--- config.mk ---
export PLATFORM = sky130hd
export DESIGN_NAME = pswallow_div
export DESIGN_NICKNAME = d
export VERILOG_FILES = /design/src/rtl/psd_pkg.sv /design/src/rtl/psd_rst_sync.sv /design/src/rtl/psd_prescaler.sv /design/src/rtl/psd_swallow_ctr.sv /design/src/rtl/psd_program_ctr.sv /design/src/rtl/pswallow_div.sv
export SDC_FILE = /design/constraint.sdc
export NUM_CORES = 1
export LEC_CHECK = 0
export BUFFER_PORTS_ARGS = -buffer_cell sky130_fd_sc_hd__buf_4
export CORE_MARGIN = 3
export CORE_UTILIZATION = 53
export CTS_CLUSTER_SIZE = 30
export DETAILED_ROUTE_END_ITERATION = 6
export MAX_ROUTING_LAYER = met4
export PLACE_DENSITY = 0.72
export RECOVER_POWER = 50
export SYNTH_ARGS = -nofsm -noshare
export SYNTH_HDL_FRONTEND = slang
export SYNTH_HIERARCHICAL = 1
export SYNTH_SLANG_ARGS = --single-unit
--- constraint.sdc ---
create_clock -name clk -period 1.3 [get_ports clk]
set_input_delay 0.26 -clock clk [delete_from_list [all_inputs] [get_ports clk]]
set_output_delay 0.26 -clock clk [all_outputs]
set_load 0.005 [all_outputs]
--- src/rtl/psd_pkg.sv ---
package psd_pkg;
  typedef enum logic {
    MOD_BASE = 1'b0,
    MOD_PLUS = 1'b1
  } psd_mod_e;
endpackage

--- src/rtl/psd_rst_sync.sv ---
module psd_rst_sync #(
  parameter int STAGES = 2
) (
  input  logic clk,
  input  logic rst_n,
  output logic rst_sync_n
);
  logic [STAGES-1:0] sh_q;
  logic [STAGES-1:0] sh_d;

  always_comb begin
    sh_d = {sh_q[STAGES-2:0], 1'b1};
  end

  always_ff @(posedge clk or negedge rst_n) begin
    if (!rst_n) sh_q <= '0;
    else        sh_q <= sh_d;
  end

  assign rst_sync_n = sh_q[STAGES-1];
endmodule

--- src/rtl/psd_prescaler.sv ---
module psd_prescaler
  import psd_pkg::*;
#(
  parameter int M = 4
) (
  input  logic     clk,
  input  logic     arst_n,
  input  logic     en,
  input  psd_mod_e mod_sel,
  output logic     tick
);
  localparam int PW = $clog2(M + 1);

  logic [PW-1:0] cnt_q;
  logic [PW-1:0] cnt_d;
  logic [PW-1:0] last;

  always_comb begin
    last  = (mod_sel == MOD_PLUS) ? PW'(M) : PW'(M - 1);
    tick  = en && (cnt_q == last);
    cnt_d = cnt_q;
    if (en) cnt_d = tick ? '0 : cnt_q + PW'(1);
  end

  always_ff @(posedge clk or negedge arst_n) begin
    if (!arst_n) cnt_q <= '0;
    else         cnt_q <= cnt_d;
  end


  pre_base_range_chk: assert property (@(posedge clk) disable iff (!arst_n)
    (mod_sel == MOD_BASE) |-> (cnt_q < PW'(M)));
endmodule

--- src/rtl/psd_swallow_ctr.sv ---
module psd_swallow_ctr
  import psd_pkg::*;
#(
  parameter int CNT_W = 6
) (
  input  logic             clk,
  input  logic             arst_n,
  input  logic             tick,
  input  logic             clr,
  input  logic [CNT_W-1:0] s_lat,
  output psd_mod_e         mod_sel
);
  logic [CNT_W-1:0] sw_q;
  logic [CNT_W-1:0] sw_d;
  logic             busy;

  always_comb begin
    busy    = (sw_q < s_lat);
    mod_sel = busy ? MOD_PLUS : MOD_BASE;
    sw_d    = sw_q;
    if (clr)               sw_d = '0;
    else if (tick && busy) sw_d = sw_q + CNT_W'(1);
  end

  always_ff @(posedge clk or negedge arst_n) begin
    if (!arst_n) sw_q <= '0;
    else         sw_q <= sw_d;
  end


  sw_bound_chk: assert property (@(posedge clk) disable iff (!arst_n)
    sw_q <= s_lat);
endmodule

--- src/rtl/psd_program_ctr.sv ---
module psd_program_ctr #(
  parameter int CNT_W = 6
) (
  input  logic             clk,
  input  logic             arst_n,
  input  logic             tick,
  input  logic             clr,
  input  logic [CNT_W-1:0] p_lat,
  output logic             pg_last
);
  logic [CNT_W-1:0] pg_q;
  logic [CNT_W-1:0] pg_d;

  always_comb begin
    pg_last = tick && (pg_q == (p_lat - CNT_W'(1)));
    pg_d    = pg_q;
    if (clr)       pg_d = '0;
    else if (tick) pg_d = pg_q + CNT_W'(1);
  end

  always_ff @(posedge clk or negedge arst_n) begin
    if (!arst_n) pg_q <= '0;
    else         pg_q <= pg_d;
  end
endmodule

--- src/rtl/pswallow_div.sv ---
module pswallow_div
  import psd_pkg::*;
#(
  parameter int M     = 4,
  parameter int CNT_W = 6
) (
  input  logic             clk,
  input  logic             rst_n,
  input  logic [CNT_W-1:0] prog_p,
  input  logic [CNT_W-1:0] swal_s,
  output logic             div_pulse,
  output logic             mod_ctrl,
  output logic             cfg_err
);
  logic             arst_n;
  logic             boot_q;
  logic             load;
  logic             pre_tick;
  logic             eoc;
  logic             pulse_q;
  logic [CNT_W-1:0] p_lat_q, p_lat_d;
  logic [CNT_W-1:0] s_lat_q, s_lat_d;
  psd_mod_e         mod_sel;

  psd_rst_sync #(.STAGES(2)) u_rst (
    .clk(clk), .rst_n(rst_n), .rst_sync_n(arst_n)
  );

  psd_prescaler #(.M(M)) u_pre (
    .clk(clk), .arst_n(arst_n), .en(!boot_q), .mod_sel(mod_sel), .tick(pre_tick)
  );

  psd_swallow_ctr #(.CNT_W(CNT_W)) u_swc (
    .clk(clk), .arst_n(arst_n), .tick(pre_tick), .clr(load),
    .s_lat(s_lat_q), .mod_sel(mod_sel)
  );

  psd_program_ctr #(.CNT_W(CNT_W)) u_pgc (
    .clk(clk), .arst_n(arst_n), .tick(pre_tick), .clr(load),
    .p_lat(p_lat_q), .pg_last(eoc)
  );

  always_comb begin
    load    = boot_q || eoc;
    p_lat_d = load ? prog_p : p_lat_q;
    s_lat_d = load ? swal_s : s_lat_q;
  end

  always_ff @(posedge clk or negedge arst_n) begin
    if (!arst_n) begin
      boot_q  <= 1'b1;
      pulse_q <= 1'b0;
      p_lat_q <= '0;
      s_lat_q <= '0;
    end else begin
      boot_q  <= 1'b0;
      pulse_q <= eoc;
      p_lat_q <= p_lat_d;
      s_lat_q <= s_lat_d;
    end
  end

  assign div_pulse = pulse_q;
  assign mod_ctrl  = (mod_sel == MOD_PLUS);
  assign cfg_err   = (swal_s > prog_p) || (prog_p == '0);


  pulse_width_chk: assert property (@(posedge clk) disable iff (!arst_n)
    div_pulse |=> !div_pulse);


  cfg_hold_chk: assert property (@(posedge clk) disable iff (!arst_n)
    !($stable(p_lat_q) && $stable(s_lat_q)) |-> $past(load));


  mod_fall_chk: assert property (@(posedge clk) disable iff (!arst_n)
    $fell(mod_ctrl) |-> $past(pre_tick));


  mod_rise_chk: assert property (@(posedge clk) disable iff (!arst_n)
    $rose(mod_ctrl) |-> $past(load));
endmodule

Word-level counts from Yosys, hierarchy flattened. Index checks and enable logic that the tools add are counted.

Output and inout port bits: 3. Input port bits: 14. Logic and storage cells: 32. Register bits: 31.

Eq/ne operators: 2. Order comparisons: 2. Reduce and logical (&&, ||, !) cells: 9. Mux-type cells: 7. $add $sub $neg: 4.

Operators with widths (count): $mux W6 (4); $add A6 B1 Y6 const B (2); $eq A6 B6 Y1 (1); $gt A6 B6 Y1 (1); $logic_not A6 Y1 (1); $lt A6 B6 Y1 (1); $mux W3 (2); $sub A6 B1 Y6 const B (1); $reduce_bool A2 Y1 (2); $add A3 B1 Y3 const B (1); $eq A3 B3 Y1 (1); $logic_and A1 B1 Y1 (3); $logic_or A1 B1 Y1 (2); $logic_not A1 Y1 (1); $mux W1 (1).

Logic depth before layout (Yosys ltp).
Depth in word-level cells: 8. Depth in mapped cells: 15. Depth with buffers taken out: 13.

Cells and area by module. Netlist, hierarchy kept.

Modules (own cells, without submodules): pswallow_div (times used 1, area an instance 679.4 sq um, cells an instance 60); psd_swallow_ctr (times used 1, area an instance 451.7 sq um, cells an instance 47); psd_program_ctr (times used 1, area an instance 417.9 sq um, cells an instance 44); psd_prescaler (times used 1, area an instance 185.2 sq um, cells an instance 18); psd_rst_sync (times used 1, area an instance 53.8 sq um, cells an instance 3).

Worst setup path before layout. No wires, ideal clock.

Path kind: reg-to-reg. Start point: register u_swc.sw_q[5]. End point: register u_swc.sw_q[5]. Clock period less this slack: 2.999 ns. Arrival time: 2.876 ns. Stages on the path, launching flop included: 14. Required time: 1.177 ns. Slack: -1.699 ns. Cells stage by stage: dfrtp_1 -> ha_1 -> nand4_1 -> o221a_2 -> nand3b_1 -> o32ai_2 -> clkbuf_1 -> o2111ai_1 -> nor4_2 -> nor2_4 -> buf_6 -> inv_1 -> or4_1 -> nand2_1.

Cells in the longest elaborated chain, start to end: 8.

Ends and longest elaborated chain: start, declared (line psd_swallow_ctr.sv:13) `logic [CNT_W-1:0] sw_q;`; start signal, assigned (line psd_swallow_ctr.sv:27) `else sw_q <= sw_d;`; $lt A6 B6 Y1 * (line psd_swallow_ctr.sv:18) `busy = (sw_q < s_lat);`; $mux W1 * (line psd_swallow_ctr.sv:19) `mod_sel = busy ? MOD_PLUS : MOD_BASE;`; via mod_ctrl (line pswallow_div.sv:12) `output logic mod_ctrl,`; $mux W3 * (line psd_prescaler.sv:19) `last = (mod_sel == MOD_PLUS) ? PW'(M) : PW'(M - 1);`; $eq A3 B3 Y1 * (line psd_prescaler.sv:20) `tick = en && (cnt_q == last);`; $logic_and A1 B1 Y1 * (line psd_prescaler.sv:20); via pre_tick (line pswallow_div.sv:18) `logic pre_tick;`; $logic_and A1 B1 Y1 * (line psd_program_ctr.sv:15) `pg_last = tick && (pg_q == (p_lat - CNT_W'(1)));`; via eoc (line pswallow_div.sv:19) `logic eoc;`; $logic_or A1 B1 Y1 * (line pswallow_div.sv:44) `load = boot_q || eoc;`; via load (line pswallow_div.sv:17) `logic load;`; $mux W6 / $reduce_bool A2 Y1 (equally long branches).

Mark *: on every way through the listed nets, which the timed path passes. The rest lies on a longest branch. The select of a mux whose other input is x is not followed. A chain may end at the register's enable or synchronous reset.

Worst setup path in the final report.
Start point: register s_lat_q[3]. End point: register u_swc.sw_q[5].

Cells in the longest elaborated chain, start to end: 8.

Ends and longest elaborated chain: start, declared (line pswallow_div.sv:22) `logic [CNT_W-1:0] s_lat_q, s_lat_d;`; start signal, assigned (line pswallow_div.sv:59) `s_lat_q <= s_lat_d;`; $lt A6 B6 Y1 * (line psd_swallow_ctr.sv:18); $mux W1 * (line psd_swallow_ctr.sv:19); $mux W3 * (line psd_prescaler.sv:19); $eq A3 B3 Y1 * (line psd_prescaler.sv:20); $logic_and A1 B1 Y1 * (line psd_prescaler.sv:20); via pre_tick (line pswallow_div.sv:18); $logic_and A1 B1 Y1 * (line psd_program_ctr.sv:15); via eoc (line pswallow_div.sv:19); $logic_or A1 B1 Y1 * (line pswallow_div.sv:44); via load (line pswallow_div.sv:17); $mux W6 / $reduce_bool A2 Y1 (equally long branches).

Mark *: on every way through the listed nets, which the timed path passes. The rest lies on a longest branch.

==> results.ini <==
[setup_path]
worstSetupStartpointType = flop
cp_cell_sequence = inv_2 -> ha_4 -> nand4_1 -> o221a_4 -> nand3b_1 -> o32ai_4 -> o2111ai_4 -> nor4_4 -> nor2_4 -> clkinvlp_4 -> buf_8 -> nor2b_1 -> o21ai_1 -> nand2_1
required_ps = 1530
crit_type = reg2reg
cp_max_fo = 6
crit_family = simple AND/OR/NAND/NOR gates
cp_slowest_cell = dfrtp_1
slowest_delay_ps = 410
crit_arrival_ps = 3180
crit_buf_inv = 3
end_kind = flop

[global_route]
grt-ovfl-total = 0
grt_max_degree = 30
grt_pass1_wl_um = 9450
grt_pass1_vias = 1907
antenna_found_initial = 0
grt_usage = 0.318

[logic_synthesis]
synth_mux_area_frac = 0.0553
ys_ff_latch = 31
synth_cell_type_count = 43
yosysSeqAreaShare = 0.435
synth-edff-count = 0
synth_top_family_by_area = simple AND/OR/NAND/NOR gates
syn-num-nets = 201
synthFlopType = dfrtp_1
synth_simple_gate_area_frac = 0.160
syn_avg_cell_area_um2 = 10.4
yosysWarnings = 6
synthXorXnorAreaFrac = 0.0735
syn_inst = 172
yosys.area_share.adder = 0.105
synth_compound_area_frac = 0.124
async_flop_share = 1.00
netlist_area_um2 = 1790

[placed_design]
io_buffers = 16
preCtsSetupSlack_ps = -1440
dp_hpwl_um = 3180
gp_congestion = 0.874
place_area_um2 = 2400

[layout]
drive_gt1_frac = 0.545
nets = 294
fillers = 112
area_growth_pct = 60.3
final_cell_mix = 71 x buf_4, 30 x dfrtp_1, 13 x nand2_1, 12 x buf_6, 10 x nor2_1
antenna_cells = 0
postLayoutCellArea_um2 = 2870
layout_commonest_cell = buf_4

[status]
violations = negative setup slack
status = finished with violations

[detailed_routing]
first_pass_iters = 5
drtAntennaViolNets = 0
drt_wl_total_um = 7010
routedWlPerCell_um = 22.6
vias = 1874
drtIter0Drc = 197
drc = 0
via_per_inst = 6.05

[sta]
finalSetupTns_ps = -41540
setup_viol = 29
relSlewSlack = 0.510
worst_slack_ps = -1650
max_slew.worst_pin.slew_ps = 735
fin_crit_ps = 2950
skew_ps = 15.3
holdWs_ps = 195
max_freq_mhz = 339
rsz0062_at_grt = true
fin_crit_sh = 2.27
maxSlewViolCount = 0
hold_violations = 0

[floorplanning]
die_w_um = 64.1
io_pins = 17
std_cell_rows = 20
floorplan.initialDensity = 0.572
coreArea_um2 = 3130
design.die.area_um2 = 4110
die_y_um = 64.1

[cts]
cts_tree = done
h-tree-depth = 2
root_buffer = clkbuf_4
clk_latency_ps = 340
clkSinkCount = 31
cts_buffers = 5
clockBufferDepth = 2
cts.clk_slew.worst_paths_ps = 110

[pwr]
ir_drop_v = 0.00149
powerDensity_nw_per_um2 = 1070
finalPower_w = 0.00305
cellLeakagePower_nw = 1.32

[flow_run]
cap_viol_max_count = 0

[hold_path]
hold_class = in2reg

## routing by layer
metal  share of wire  vias up  wire (um)  track usage
li1                -      781          -            -
met1            0.35      918       2480        0.325
met2            0.52      128       3640        0.557
met3           0.059       47        414       0.0615
met4           0.068        0        479        0.191
met5               0        -          0            -
## worst register-to-register path, cell delays in order (launching register included)
cell and delay [ps]:
dfrtp_1 410, inv_2 80, ha_4 280, nand4_1 140
o221a_4 300, nand3b_1 250, o32ai_4 340, o2111ai_4 170
nor4_4 330, nor2_4 100, clkinvlp_4 110, buf_8 110
nor2b_1 50, o21ai_1 100, nand2_1 80
## path summary, 6_finish.rpt
check,from,to,slack [ps],cells past startpoint
setup / recovery,s_lat_q[3],u_swc/sw_q[5],-1650,14
hold / removal,swal_s[5],s_lat_q[5],190,2
setup reg to reg,s_lat_q[3],u_swc/sw_q[5],-1650,14
hold reg to reg,u_rst/sh_q[0],u_rst/sh_q[1],370,0
max in group asynchronous,u_rst/sh_q[1],div_pulse,420,1
min in group asynchronous,rst_n,u_rst/sh_q[1],230,2
## sequential cells by signal (all words and copies together), names as in the netlist
register	flops
u_pgc/pg_q	6
p_lat_q	6
s_lat_q	6
u_swc/sw_q	6
div_pulse	1
boot_q	1
u_pre/cnt_q	3
u_rst/sh_q	2
## final cells by class
class	instances	area, um^2	area share
multi-input cells	122	1150	0.401
inverters	17	80.1	0.0279
flip-flops and latches	31	777	0.271
clock buffers	6	51.3	0.0179
well taps	44	55.1	0.0192
clock inverters	2	35.0	0.0122
repair buffers	88	717	0.250
## cell usage after synthesis (all sizes together), types with 2 or more instances
library cell,instances,area share
nand3b,2,0.0084
nand4,4,0.014
ha,15,0.10
a21oi,9,0.034
nor3b,2,0.011
dfrtp,30,0.42
mux2,7,0.044
nor4,2,0.010
o211ai,2,0.011
nor2,12,0.031
or4,2,0.0084
o21ai,14,0.043
conb,2,0.0042
xnor2,9,0.044
mux2i,2,0.011
nor2b,2,0.0070
xor2,6,0.029
a22o,2,0.0098
nand2,14,0.029
or3,3,0.010
nand3,3,0.0084
inv,17,0.036
## repair_timing
item                                    in CTS  in global routing
endpoints found under the setup margin      29                 29
gates resized for setup                     29                 16
endpoints found under the hold margin        2                  0
hold buffers                                 1                  0
setup buffers                               16                  8
pin swaps                                   21                  7
gates cloned                                 0                  0
## through the flow
step           cells   util
2_1_floorplan    172      -
3_3_place_gp     279  0.768
3_5_place_dp     279  0.768
4_1_cts          303  0.886
5_1_grt          310  0.916
6_report         310  0.916
## cells by family (layout without fill, tap and decap cells)
family / count (synthesis) / in the layout
buffers and inverters: 19 / 113
other: 2 / 2
AOI/OAI and AO/OA: 31 / 31
muxes: 9 / 9
and+or+nand+nor: 50 / 50
adders and majority gates: 15 / 15
DFF: 31 / 31
xor gates and xnor gates: 15 / 15
## power by group
group	switching [W]	internal, W
registers	0.0000984	0.00106
clock network	0.000358	0.000454
logic	0.000535	0.000553
No activity file was read; power rests on OpenSTA's default activity.
